--- src/rtl/irq_mask_pkg.sv ---
package irq_mask_pkg;

  localparam int unsigned BUS_AW = 8;
  localparam int unsigned BUS_DW = 32;
  localparam int unsigned NUM_GRP = 3;

  // group order fixes the vector bit and the end-of-interrupt code
  typedef enum logic [1:0] {
    GRP_TX  = 2'd0,
    GRP_RX  = 2'd1,
    GRP_ERR = 2'd2,
    GRP_NONE = 2'd3
  } grp_e;

  localparam logic [BUS_AW-1:0] OFS_RAW    = 8'h0;
  localparam logic [BUS_AW-1:0] OFS_MASKED = 8'h4;
  localparam logic [BUS_AW-1:0] OFS_SET    = 8'h8;
  localparam logic [BUS_AW-1:0] OFS_CLR    = 8'hC;

  localparam logic [BUS_AW-1:0] ADDR_VEC = 8'h90;
  localparam logic [BUS_AW-1:0] ADDR_EOI = 8'h94;

  function automatic logic [BUS_AW-1:0] grp_base(input int unsigned g);
    case (g)
      0:       grp_base = 8'h80;
      1:       grp_base = 8'hA0;
      default: grp_base = 8'hB0;
    endcase
  endfunction

endpackage

--- src/rtl/irq_grp_core.sv ---
module irq_grp_core #(
  parameter int unsigned W = 8
) (
  input  logic                              clk,
  input  logic                              rst_n,
  input  logic [W-1:0]                      evt,
  input  logic [W-1:0]                      ack,
  input  logic                              set_we,
  input  logic                              clr_we,
  input  logic [W-1:0]                      wdata,
  output logic [W-1:0]                      raw_q,
  output logic [W-1:0]                      mask_q,
  output logic [irq_mask_pkg::BUS_DW-1:0]   raw_ext,
  output logic [irq_mask_pkg::BUS_DW-1:0]   mask_ext,
  output logic                              pend
);

  logic [W-1:0] raw_d;
  logic [W-1:0] mask_d;
  logic         raw_en;
  logic         mask_en;

  // event wins over ack on the same bit
  always_comb begin
    raw_en = (|evt) | (|ack);
    raw_d  = (raw_q & ~ack) | evt;
  end

  always_comb begin
    mask_en = set_we | clr_we;
    mask_d  = mask_q;
    if (set_we) begin
      mask_d = mask_q | wdata;
    end else if (clr_we) begin
      mask_d = mask_q & ~wdata;
    end
  end

  always_ff @(posedge clk or negedge rst_n) begin
    if (!rst_n) begin
      raw_q <= '0;
    end else if (raw_en) begin
      raw_q <= raw_d;
    end
  end

  always_ff @(posedge clk or negedge rst_n) begin
    if (!rst_n) begin
      mask_q <= '0;
    end else if (mask_en) begin
      mask_q <= mask_d;
    end
  end

  always_comb begin
    raw_ext  = '0;
    mask_ext = '0;
    raw_ext[W-1:0]  = raw_q;
    mask_ext[W-1:0] = mask_q;
    pend = |(raw_q & mask_q);
  end

endmodule

--- src/rtl/irq_bus_decode.sv ---
module irq_bus_decode
  import irq_mask_pkg::*;
(
  input  logic                             bus_en,
  input  logic                             bus_we,
  input  logic [BUS_AW-1:0]                bus_addr,
  input  logic [1:0]                       eoi_code,
  input  logic [NUM_GRP-1:0][BUS_DW-1:0]   raw_w,
  input  logic [NUM_GRP-1:0][BUS_DW-1:0]   mask_w,
  input  logic [NUM_GRP-1:0]               pend,
  output logic [NUM_GRP-1:0]               set_we,
  output logic [NUM_GRP-1:0]               clr_we,
  output logic                             eoi_req,
  output logic [BUS_DW-1:0]                rdata
);

  logic wr_acc;
  logic rd_acc;

  assign wr_acc = bus_en & bus_we;
  assign rd_acc = bus_en & ~bus_we;

  for (genvar g = 0; g < NUM_GRP; g++) begin : g_wdec
    assign set_we[g] = wr_acc & (bus_addr == (grp_base(g) | OFS_SET));
    assign clr_we[g] = wr_acc & (bus_addr == (grp_base(g) | OFS_CLR));
  end

  assign eoi_req = wr_acc & (bus_addr == ADDR_EOI) & (grp_e'(eoi_code) != GRP_NONE);

  always_comb begin
    rdata = '0;
    if (rd_acc) begin
      for (int g = 0; g < NUM_GRP; g++) begin
        if (bus_addr == (grp_base(g) | OFS_RAW)) begin
          rdata = raw_w[g];
        end
        if (bus_addr == (grp_base(g) | OFS_MASKED)) begin
          rdata = raw_w[g] & mask_w[g];
        end
        if ((bus_addr == (grp_base(g) | OFS_SET)) ||
            (bus_addr == (grp_base(g) | OFS_CLR))) begin
          rdata = mask_w[g];
        end
      end
      if (bus_addr == ADDR_VEC) begin
        rdata[NUM_GRP-1:0] = pend;
      end
    end
  end

endmodule

--- src/rtl/irq_mask_ctrl.sv ---
module irq_mask_ctrl
  import irq_mask_pkg::*;
#(
  parameter int unsigned N_TX  = 8,
  parameter int unsigned N_RX  = 8,
  parameter int unsigned N_ERR = 4
) (
  input  logic              clk,
  input  logic              rst_n,
  input  logic              bus_en,
  input  logic              bus_we,
  input  logic [7:0]        bus_addr,
  input  logic [31:0]       bus_wdata,
  output logic [31:0]       bus_rdata,
  input  logic [N_TX-1:0]   tx_evt,
  input  logic [N_TX-1:0]   tx_ack,
  input  logic [N_RX-1:0]   rx_evt,
  input  logic [N_RX-1:0]   rx_ack,
  input  logic [N_ERR-1:0]  err_evt,
  input  logic [N_ERR-1:0]  err_ack,
  output logic              irq_o
);

  logic [N_TX-1:0]  tx_raw_q,  tx_mask_q;
  logic [N_RX-1:0]  rx_raw_q,  rx_mask_q;
  logic [N_ERR-1:0] err_raw_q, err_mask_q;

  logic [NUM_GRP-1:0][BUS_DW-1:0] raw_w;
  logic [NUM_GRP-1:0][BUS_DW-1:0] mask_w;
  logic [NUM_GRP-1:0]             pend;
  logic [NUM_GRP-1:0]             set_we;
  logic [NUM_GRP-1:0]             clr_we;
  logic                           eoi_req;
  logic                           gap_d, gap_q;

  irq_grp_core #(.W(N_TX)) u_tx (
    .clk(clk), .rst_n(rst_n), .evt(tx_evt), .ack(tx_ack),
    .set_we(set_we[GRP_TX]), .clr_we(clr_we[GRP_TX]),
    .wdata(bus_wdata[N_TX-1:0]), .raw_q(tx_raw_q), .mask_q(tx_mask_q),
    .raw_ext(raw_w[GRP_TX]), .mask_ext(mask_w[GRP_TX]), .pend(pend[GRP_TX])
  );

  irq_grp_core #(.W(N_RX)) u_rx (
    .clk(clk), .rst_n(rst_n), .evt(rx_evt), .ack(rx_ack),
    .set_we(set_we[GRP_RX]), .clr_we(clr_we[GRP_RX]),
    .wdata(bus_wdata[N_RX-1:0]), .raw_q(rx_raw_q), .mask_q(rx_mask_q),
    .raw_ext(raw_w[GRP_RX]), .mask_ext(mask_w[GRP_RX]), .pend(pend[GRP_RX])
  );

  irq_grp_core #(.W(N_ERR)) u_err (
    .clk(clk), .rst_n(rst_n), .evt(err_evt), .ack(err_ack),
    .set_we(set_we[GRP_ERR]), .clr_we(clr_we[GRP_ERR]),
    .wdata(bus_wdata[N_ERR-1:0]), .raw_q(err_raw_q), .mask_q(err_mask_q),
    .raw_ext(raw_w[GRP_ERR]), .mask_ext(mask_w[GRP_ERR]), .pend(pend[GRP_ERR])
  );

  irq_bus_decode u_dec (
    .bus_en(bus_en), .bus_we(bus_we), .bus_addr(bus_addr),
    .eoi_code(bus_wdata[1:0]), .raw_w(raw_w), .mask_w(mask_w), .pend(pend),
    .set_we(set_we), .clr_we(clr_we), .eoi_req(eoi_req), .rdata(bus_rdata)
  );

  // one-cycle gap after an end-of-interrupt write
  always_comb begin
    gap_d = eoi_req;
  end

  always_ff @(posedge clk or negedge rst_n) begin
    if (!rst_n) begin
      gap_q <= 1'b0;
    end else begin
      gap_q <= gap_d;
    end
  end

  assign irq_o = (|pend) & ~gap_q;

endmodule

--- config.mk ---
export PLATFORM = sky130hd
export DESIGN_NAME = irq_mask_ctrl
export DESIGN_NICKNAME = d
export VERILOG_FILES = /design/src/rtl/irq_mask_pkg.sv /design/src/rtl/irq_grp_core.sv /design/src/rtl/irq_bus_decode.sv /design/src/rtl/irq_mask_ctrl.sv
export SDC_FILE = /design/constraint.sdc
export NUM_CORES = 1
export LEC_CHECK = 0
export BUFFER_PORTS_ARGS = -buffer_cell sky130_fd_sc_hd__buf_2
export CAP_MARGIN = 40
export CORE_ASPECT_RATIO = 0.5
export CORE_UTILIZATION = 35
export DETAILED_ROUTE_END_ITERATION = 10
export PLACE_DENSITY = 0.72
export SYNTH_ARGS = -nofsm -noshare
export SYNTH_HDL_FRONTEND = slang
export SYNTH_SLANG_ARGS = --single-unit
export TNS_END_PERCENT = 10
--- constraint.sdc ---
create_clock -name clk -period 2.4 [get_ports clk]
set_input_delay 0.48 -clock clk [delete_from_list [all_inputs] [get_ports clk]]
set_output_delay 0.48 -clock clk [all_outputs]
set_load 0.02 [all_outputs]
==> metrics.md, run 1 <==
| Metric | Value |
|---|---|
| Final worst slack | `-0.0143 ns` |
| Setup CP Type | `in2out` |
| Register area | `0.00103 sq mm` |
| CTS Buffer Depth | `2` |
| Die Height | `61.1 microns` |
| Final Util | `0.462` |
| Clock Latency Late Sink | `0.29 ns` |
| Area fraction in compound gates after synthesis | `0.165` |
| Final WL | `6100 microns` |
| Post-Syn Area | `0.00245 sq mm` |
| Starting DRT DRC Count | `101` |
| Data required time of the critical path | `1.92 ns` |
| Peak ir drop on the vdd network | `0.000219 V` |
| Sequential fraction of design power | `0.437` |
| Unrepaired setup endpoints after global routing | `yes` |
| XOR/XNOR share of the synthesized area | `0` |
| Final ANT Viol Nets | `0` |
| Footprint of the multi-input gates | `0.00118 sq mm` |
| DRC | `0` |
| Failing checks | `setup timing` |
| Final Hold Vio Count | `0` |
| I/O pin cnt | `roughly 120` |
| Setup TNS | `-0.0143 ns` |
| TritonCTS clock tree | `yes` |
| CP max FO | `3` |
| Seq cells post-synth | `slightly above 40` |
| Clock Power Share | `0.427` |
| DRT Pass-1 Iters | `4` |
| Mux contribution to synthesized area | `0.0987` |
| CTS Hold Bufs | `0` |
| Slew Viols, Final | `0` |
| Proportion of layout cells with a drive suffix above 1 | `0.306` |
| Root buf cell | `clkbuf_16` |
| Sw frac | `0.267` |
| Fin crit period | `2.41 ns` |
| Layout area overhead | `27.0%` |
| Fillers | `660` |
| DR vias | `2096` |
| Die X | `120 microns` |
| Largest net degree at the start of global routing | `42` |
| Clock sink total | `41` |
| Netlist cell types | `43` |
| # port buffers | `68` |
| N_diodes | `0` |
| H-Tree Depth | `2` |
| Sequential area share after synthesis | `0.419` |
| Reg2reg path depth | `1` |
| Status | `finished with violations` |
| Hold Crit Class | `in2async` |
| Core ar. | `0.00673 sq mm` |
| Final Setup Violations | `1` |
| CP startpoint kind | `input port` |
| RePlAce Congestion | `~0.95` |
| Mapped Avg Cell Area | `9.16 sq um` |
| Final Cycle Share | `1.01` |
| Initial antenna violation count | `0` |
| Number of global-route vias before repair | `1924` |
| Max-slew headroom | `0.649` |
| Row count | `21` |
| CP arrival | `1.93 ns` |
| Total gr overflow | `0` |
| First-pass GRT wire length | `roughly 9400 microns` |
| Critical path endpoint category | `primary output` |
| Drt wl/cell | `13.8 microns` |
| Adder-Cell Fraction of Synth Area | `0` |
| Static Leak | `1.73 nW` |
| Placed Instances | `433` |
| Avg Vias per Cell | `4.74` |
| CTS buffer count | `5` |
| Final Non-Filler Cells | `442` |
| Fmax | `roughly 410 MHz` |
| P_int | `about 1.3 mW` |
| Nets | `433` |
| Fin Clk Skew | `0 ns` |
| Least-Margin Pin Slew | `0.527 ns` |
| Die ar. | `0.00735 sq mm` |
| Starting Density | `0.364` |
| Syn Inst Count | `267` |
| YS warnings | `0` |
| Dpl hpwl | `4570 microns` |
| Comb power frac | `0.136` |
| MaxCap Viol Count | `0` |
| Reg clk slew, reported paths | `0.06 ns` |
| GRT Total Usage | `0.172` |
| Synth Area in Simple Gates | `0.161` |
| Net switching power | `0.462 mW` |
| PD cells | `556 mW/mm^2` |
| Largest family of logic cells by synthesized area | `compound AO/OA/AOI/OAI gates` |
[metrics by stage]
| stage | cell area (sq um) | hold WS [ns] | worst slack (ns) | total power, mW |
|---|---|---|---|---|
| after floorplan | 2530 | 0.184 | -0.0142 | 0.914 |
| after global placement | 2880 | 0.492 | -0.0181 | 0.993 |
| after detailed placement | 2880 | 0.497 | -0.0303 | 0.997 |
| after CTS | 3060 | 0.274 | -0.000556 | 1.74 |
| after global routing | 3110 | 0.297 | -0.0499 | 1.80 |
| final | 3110 | 0.241 | -0.0143 | 1.73 |
[layer usage]
layer,global-route usage,vias up,wire [microns]
li1,-,1023,-
met1,0.229,970,2830
met2,0.282,94,2740
met3,0.0380,9,443
met4,0.0688,0,78
met5,0,-,0
[cells in the final DEF, fill, tap and decap left out, types with 5 or more instances in the layout]
cell	Yosys	routed
o22ai_1	6	6
nor2b_1	6	6
buf_4	25	17
clkbuf_16	0	5
conb_1	1	24
buf_2	2	66
nor3_1	5	5
a21o_1	20	20
nand2_1	28	28
inv_1	43	43
dfrtp_1	41	41
mux2i_1	23	23
a22oi_1	10	10
nor2_1	13	12
[final cells by class]
class                      count  area share
clock buffer                   7      0.0491
clock inverter                 1     0.00282
inverter                      44      0.0532
multi-input combinational    174       0.380
sequential                    41       0.330
tap                           92      0.0371
timing repair buffer          83       0.147
[cell usage after synthesis, drive strengths merged]
| cell type | n | share of area |
|---|---|---|
| a2111oi | 1 | 0.0041 |
| a211oi | 2 | 0.0061 |
| a21boi | 1 | 0.0031 |
| a21o | 20 | 0.061 |
| a221o | 1 | 0.0041 |
| a221oi | 1 | 0.0036 |
| a22oi | 10 | 0.031 |
| a2bb2oi | 2 | 0.0072 |
| a311oi | 3 | 0.011 |
| a31oi | 1 | 0.0026 |
| buf | 27 | 0.081 |
| clkbuf | 4 | 0.0061 |
| conb | 1 | 0.0015 |
| dfrtp | 41 | 0.42 |
| inv | 44 | 0.068 |
| mux2 | 1 | 0.0046 |
| mux2i | 23 | 0.094 |
| nand2 | 28 | 0.043 |
| nand2b | 2 | 0.0051 |
| nand3 | 2 | 0.0041 |
| nand3b | 1 | 0.0031 |
| nand4 | 2 | 0.0051 |
| nand4b | 1 | 0.0036 |
| nand4bb | 1 | 0.0046 |
| nor2 | 14 | 0.023 |
| nor2b | 6 | 0.015 |
| nor3 | 7 | 0.021 |
| nor4 | 4 | 0.016 |
| nor4b | 2 | 0.0097 |
| o21ai | 4 | 0.0082 |
| o21bai | 1 | 0.0031 |
| o221a | 1 | 0.0046 |
| o22ai | 6 | 0.015 |
| or3b | 1 | 0.0046 |
| or4 | 1 | 0.0031 |
[worst paths after layout]
| check | start | end | slack [ns] |
|---|---|---|---|
| max in group asynchronous | rst_n | async pin | 1.79 |
| max reg2reg | u_rx.raw_q[1] | u_rx.raw_q[1] | 1.69 |
| max | bus_addr[1] | bus_rdata[5] | -0.01 |
| min | rst_n | u_err.raw_q[3] | 0.24 |
| min reg2reg | u_err.raw_q[0] | u_err.raw_q[0] | 0.51 |
| min in group clk | err_evt[0] | u_err.raw_q[0] | 0.36 |
[power groups by stage]
stage / registers [mW] / clock network, mW / logic, mW
2_1_floorplan: 0.754 / 0 / 0.160
3_3_place_gp: 0.767 / 0 / 0.227
3_5_place_dp: 0.767 / 0 / 0.230
4_1_cts: 0.755 / 0.751 / 0.232
5_1_grt: 0.758 / 0.784 / 0.260
6_report: 0.756 / 0.738 / 0.235
[critical path, cell delays in order]
cell,delay [ns]
buf_2,0.12
or3b_4,0.39
or4_1,0.52
nor2_2,0.19
nor4_4,0.06
buf_4,0.17
[repair_timing]
action / 4_1_cts / 5_1_grt
setup endpoints to repair: 3 / 6
setup buffers: 0 / 1
gates cloned: 0 / 0
pin swaps: 1 / 1
resized for setup: 4 / 8
[kinds of logic after synthesis]
family	Yosys count
other cells	1
flops	41
compound gates	54
buf+inv	75
simple gates	72
mux	24
(Power assumes the default switching activity.)
==> run 2: changes to the inputs <==
==> constraint.sdc (replaced) <==
create_clock -name clk -period 2.5 [get_ports clk]
set_input_delay 0.5 -clock clk [delete_from_list [all_inputs] [get_ports clk]]
set_output_delay 0.5 -clock clk [all_outputs]
set_load 0.02 [all_outputs]
==> run 2 against run 1 <==
Effect of this change:
- the flow now finishes without violations
- clock power shrank 12%
- sequential share of layout area rose by 0.79 points
- via count about the same
- cell area fell by 2.3%
- sequential power shrank 4.1%
- flip-flop and latch count is the same
- routed wire length is 3.7% lower
- clock-buffer cell count shrank 1
- core utilization shrank 1.1 points
- combinational power fell by 6%
- critical path type unchanged
==> metrics.md, run 2 (synthesis results as in run 1) <==
| Metric | Value |
|---|---|
| Status | `complete, no violations` |
| Peak ir drop on the vdd network | `0.000186 V` |
| # port buffers | `68` |
| Fillers | `679` |
| Clock Latency Late Sink | `0.29 ns` |
| Final Setup Violations | `0` |
| Fmax | `414 MHz` |
| Fin crit period | `approximately 2.4 ns` |
| Starting DRT DRC Count | `111` |
| Critical path endpoint category | `primary output` |
| CP arrival | `1.92 ns` |
| Starting Density | `0.364` |
| Row count | `21` |
| DRC | `0` |
| Clock sink total | `41` |
| Critical path's slowest cell | `nor4_1` |
| Crit path launch | `bus_addr[6]` |
| CTS Buffer Depth | `2` |
| PD cells | `between 500 and 600 mW/mm^2` |
| CTS buffer count | `5` |
| Critical path cell sequence | `buf_2 > nor4b_4 > nand3b_1 > nand2b_2 > nor4_1 > buf_2` |
| Die ar. | `around 0.0073 sq mm` |
| Slew Viols, Final | `0` |
| Final Cycle Share | `0.966` |
| RePlAce Congestion | `a little over 0.9` |
| First-pass GRT wire length | `9130 microns` |
| Root buf cell | `clkbuf_16` |
| Nets | `430` |
| Final Util | `0.451` |
| Fin Clk Skew | `0 ns` |
| Final ANT Viol Nets | `0` |
| Buf/Inv on CP | `2` |
| Commonest cells after routing, fill and taps aside | `buf_2 (68), inv_1 (43), dfrtp_1 (41)` |
| CP max FO | `4` |
| H-Tree Depth | `2` |
| Die Height | `61.1 microns` |
| Data required time of the critical path | `2.00 ns` |
| Setup TNS | `0 ns` |
| GRT Total Usage | `0.167` |
| CTS Hold Bufs | `0` |
| Avg Vias per Cell | `4.78` |
| Die X | `120 microns` |
| Proportion of layout cells with a drive suffix above 1 | `0.283` |
| I/O pin cnt | `roughly 120` |
| Largest delay share family, worst path | `simple AND/OR/NAND/NOR gates` |
| Commonest non-fill, non-tap cell in the layout | `buf_2` |
| Post-route total power | `1.60 mW` |
| Core ar. | `0.00673 sq mm` |
| Static Leak | `around 1.7 nW` |
| Setup CP Type | `in2out` |
| Unrepaired setup endpoints after global routing | `no` |
| Dpl hpwl | `4620 microns` |
| Number of global-route vias before repair | `1847` |
| Max incr delay on CP | `between 0.3 and 0.4 ns` |
| Layout area overhead | `24.0%` |
| Total gr overflow | `0` |
| N_diodes | `0` |
| Hold Crit Class | `in2async` |
| Largest net degree at the start of global routing | `27` |
| Initial antenna violation count | `0` |
| DRT Pass-1 Iters | `5` |
| Drt wl/cell | `between 10 and 15 microns` |
| Final Hold Vio Count | `0` |
| CP most frequent cell | `buf_2` |
| Reg clk slew, reported paths | `0.06 ns` |
| CP startpoint kind | `input port` |
| MaxCap Viol Count | `0` |
| TritonCTS clock tree | `yes` |
| RR Startpoint | `u_rx.raw_q[6]` |
| DR vias | `2095` |
| Final WL | `between 5000 and 6000 microns` |
[run 2: metal layers]
| layer | global-route usage | vias to the layer above | routed length (microns) |
|---|---|---|---|
| met5 | 0 | - | 0 |
| met4 | 0.0476 | 0 | 69 |
| met3 | 0.0380 | 8 | 396 |
| met2 | 0.282 | 88 | 2670 |
| met1 | 0.221 | 985 | 2740 |
| li1 | - | 1014 | - |
[run 2: worst paths after layout]
check                                 end  slack [ns]  cells after the start
max                          bus_rdata[7]        0.08                      6
min                         u_tx.raw_q[6]        0.12                      1
max reg2reg                 u_rx.raw_q[6]        1.81                      1
min reg2reg                u_err.raw_q[0]        0.51                      1
max in group asynchronous   u_rx.raw_q[0]        1.70                      2
min in group clk           u_err.raw_q[1]        0.38                      2
[run 2: stage by stage]
step	worst slack, ns	hold slack, ns	area, sq um	std cells
2_1_floorplan	0.0458	0.204	2530	290
3_3_place_gp	0.0165	0.439	2870	431
3_5_place_dp	0.0238	0.441	2870	431
4_1_cts	0.0216	0.132	3010	438
5_1_grt	0.00510	0.146	3030	438
6_report	0.0843	0.124	3030	438
[run 2: where the power goes]
part	switching (mW)	internal, mW
logic	0.130	0.0910
registers	0.0307	0.695
clock network	0.261	0.391
total	0.422	1.18
[run 2: area by class of cell]
class	instances	area, sq um	area share
Multi-Input combinational cell	174	1150	0.379
Sequential cell	41	1030	0.338
Timing Repair Buffer	80	430	0.142
Inverter	44	165	0.0544
Clock buffer	6	139	0.0458
Tap cell	92	115	0.0379
Clock inverter	1	7.51	0.00247
[run 2: timing repair]
action / CTS / global route
buffers inserted: 0 / 0
endpoints found under the setup margin: 0 / 6
hold endpoints to repair: 0 / 0
gates resized for setup: 0 / 4
==> run 3: changes to the inputs <==
==> constraint.sdc (replaced) <==
create_clock -name clk -period 2.5 [get_ports clk]
set_input_delay 0.25 -clock clk [delete_from_list [all_inputs] [get_ports clk]]
set_output_delay 0.25 -clock clk [all_outputs]
set_load 0.02 [all_outputs]
==> run 3 against run 2 <==
Effect of this change:
- hold slack gained 0.0068 ns
- clock-buffer cell count is the same
- global-route usage grew 0.26 points
- critical endpoint is now bus_rdata[4]
- largest cell class unchanged
- highest routed layer unchanged
==> metrics.md, run 3 (synthesis results as in run 1) <==
| Metric | Value |
|---|---|
| Initial antenna violation count | `0` |
| Proportion of layout cells with a drive suffix above 1 | `0.254` |
| Final WL | `~6000 microns` |
| Unrepaired setup endpoints after global routing | `no` |
| N_diodes | `0` |
| DRT Pass-1 Iters | `4` |
| Final Hold Vio Count | `0` |
| Placed instance area | `around 0.0028 sq mm` |
| Nets | `between 400 and 500` |
| Drt wl/cell | `13.7 microns` |
| Footprint of the multi-input gates | `roughly 0.0011 sq mm` |
| Critical path endpoint category | `primary output` |
| Root buf cell | `clkbuf_16` |
| Die ar. | `0.00735 sq mm` |
| Number of global-route vias before repair | `1829` |
| H-Tree Depth | `2` |
| RePlAce Congestion | `0.923` |
| Slew Viols, Final | `0` |
| # port buffers | `68` |
| Commonest non-fill, non-tap cell in the layout | `buf_2` |
| Design area | `0.00297 sq mm` |
| DRC | `0` |
| Core ar. | `0.00673 sq mm` |
| Final Non-Filler Cells | `431` |
| Hold Crit Class | `in2reg` |
| Starting Density | `0.364` |
| Setup CP Type | `in2out` |
| Max-slew headroom | `0.585` |
| Static Leak | `1.66 nW` |
| Die Height | `61.1 microns` |
| CP startpoint kind | `input port` |
| Least-Margin Pin Slew | `0.618 ns` |
| Largest net degree at the start of global routing | `27` |
| Fillers | `approximately 690` |
| DR vias | `between 2k and 2.5k` |
| Layout area overhead | `21.5%` |
| Data required time of the critical path | `2.25 ns` |
| CP arrival | `about 1.9 ns` |
| CP max FO | `5` |
| Final ANT Viol Nets | `0` |
| Register area | `roughly 0.0010 sq mm` |
| Peak ir drop on the vdd network | `0.000204 V` |
| Total gr overflow | `0` |
| GRT Total Usage | `0.169` |
| Clock sink total | `41` |
| Setup TNS | `0 ns` |
| TritonCTS clock tree | `yes` |
| I/O pin cnt | `roughly 120` |
| CTS Buffer Depth | `2` |
| Dpl hpwl | `4610 microns` |
| Reg clk slew, reported paths | `0.06 ns` |
| Commonest cells after routing, fill and taps aside | `buf_2 (68), inv_1 (43), dfrtp_1 (41)` |
| Placed Instances | `423` |
| Avg Vias per Cell | `4.89` |
| Fin crit period | `2.12 ns` |
| Fmax | `473 MHz` |
| Clock Latency Late Sink | `0.28 ns` |
| Die X | `120 microns` |
| CTS buffer count | `5` |
| Post-CTS Setup Bufs | `0` |
| Status | `complete, no violations` |
| Starting DRT DRC Count | `170` |
| PD cells | `roughly 530 mW/mm^2` |
| First-pass GRT wire length | `around 9000 microns` |
| Row count | `21` |
| Final Cycle Share | `0.846` |
| MaxCap Viol Count | `0` |
| Final Setup Violations | `0` |
| Fin Clk Skew | `0 ns` |
[run 3: cell types whose count changed in the layout (fill, tap and decap cells not counted), sizes merged]
cell / change
clkinvlp: -1
clkinv: +1
buf: -8
dlygate4sd3: +1
[run 3: metal layers]
metal / part of all wire / vias up / track usage
met1: 0.46 / 1011 / 0.230
met2: 0.46 / 89 / 0.281
met5: 0 / - / 0
met3: 0.064 / 6 / 0.0389
li1: - / 1000 / -
met4: 0.0097 / 0 / 0.0423
[run 3: repair_timing]
item / 4_1_cts / 5_1_grt
hold buffers: 1 / 0
resized for setup: 0 / 0
hold endpoints to repair: 20 / 0
[run 3: worst max-delay path: stages]
cell	delay, ns
buf_2	0.11
nor4b_2	0.41
nand3b_1	0.27
nand2b_1	0.29
nor4_1	0.31
buf_2	0.21
[run 3: cell type report]
class                      instances  area share
clock buffer                       6      0.0434
clock inverter                     1     0.00295
inverter                          44      0.0556
multi-input combinational        174       0.380
sequential                        41       0.345
tap                               92      0.0387
timing repair buffer              73       0.135
[run 3: worst paths after layout]
| check | startpoint | end | slack [ns] | cells after the start |
|---|---|---|---|---|
| hold reg to reg | u_err.raw_q[0] | u_err.raw_q[0] | 0.52 | 1 |
| min in group asynchronous | rst_n | async pin | 0.49 | 2 |
| hold / removal | err_ack[1] | u_err.raw_q[1] | 0.13 | 2 |
| setup / recovery | bus_addr[6] | bus_rdata[4] | 0.38 | 6 |
| max in group asynchronous | rst_n | u_err.raw_q[2] | 1.53 | 3 |
| setup reg to reg | u_rx.raw_q[4] | u_rx.raw_q[4] | 1.80 | 1 |
[run 3: stage by stage]
step	hold slack [ns]	setup WS, ns	utilization	total power, mW
3_5_place_dp	0.264	0.374	0.420	0.953
6_report	0.130	0.384	0.442	1.56
5_1_grt	0.137	0.256	0.442	1.63
4_1_cts	0.128	0.372	0.442	1.58
3_3_place_gp	0.424	0.379	0.416	0.945
2_1_floorplan	-0.0456	0.546	-	0.878
[run 3: power by group]
group	switching [mW]	internal, mW	total, mW
Sequential	0.0305	0.695	0.725
Combinational	0.129	0.0898	0.218
Clock	0.252	0.366	0.619
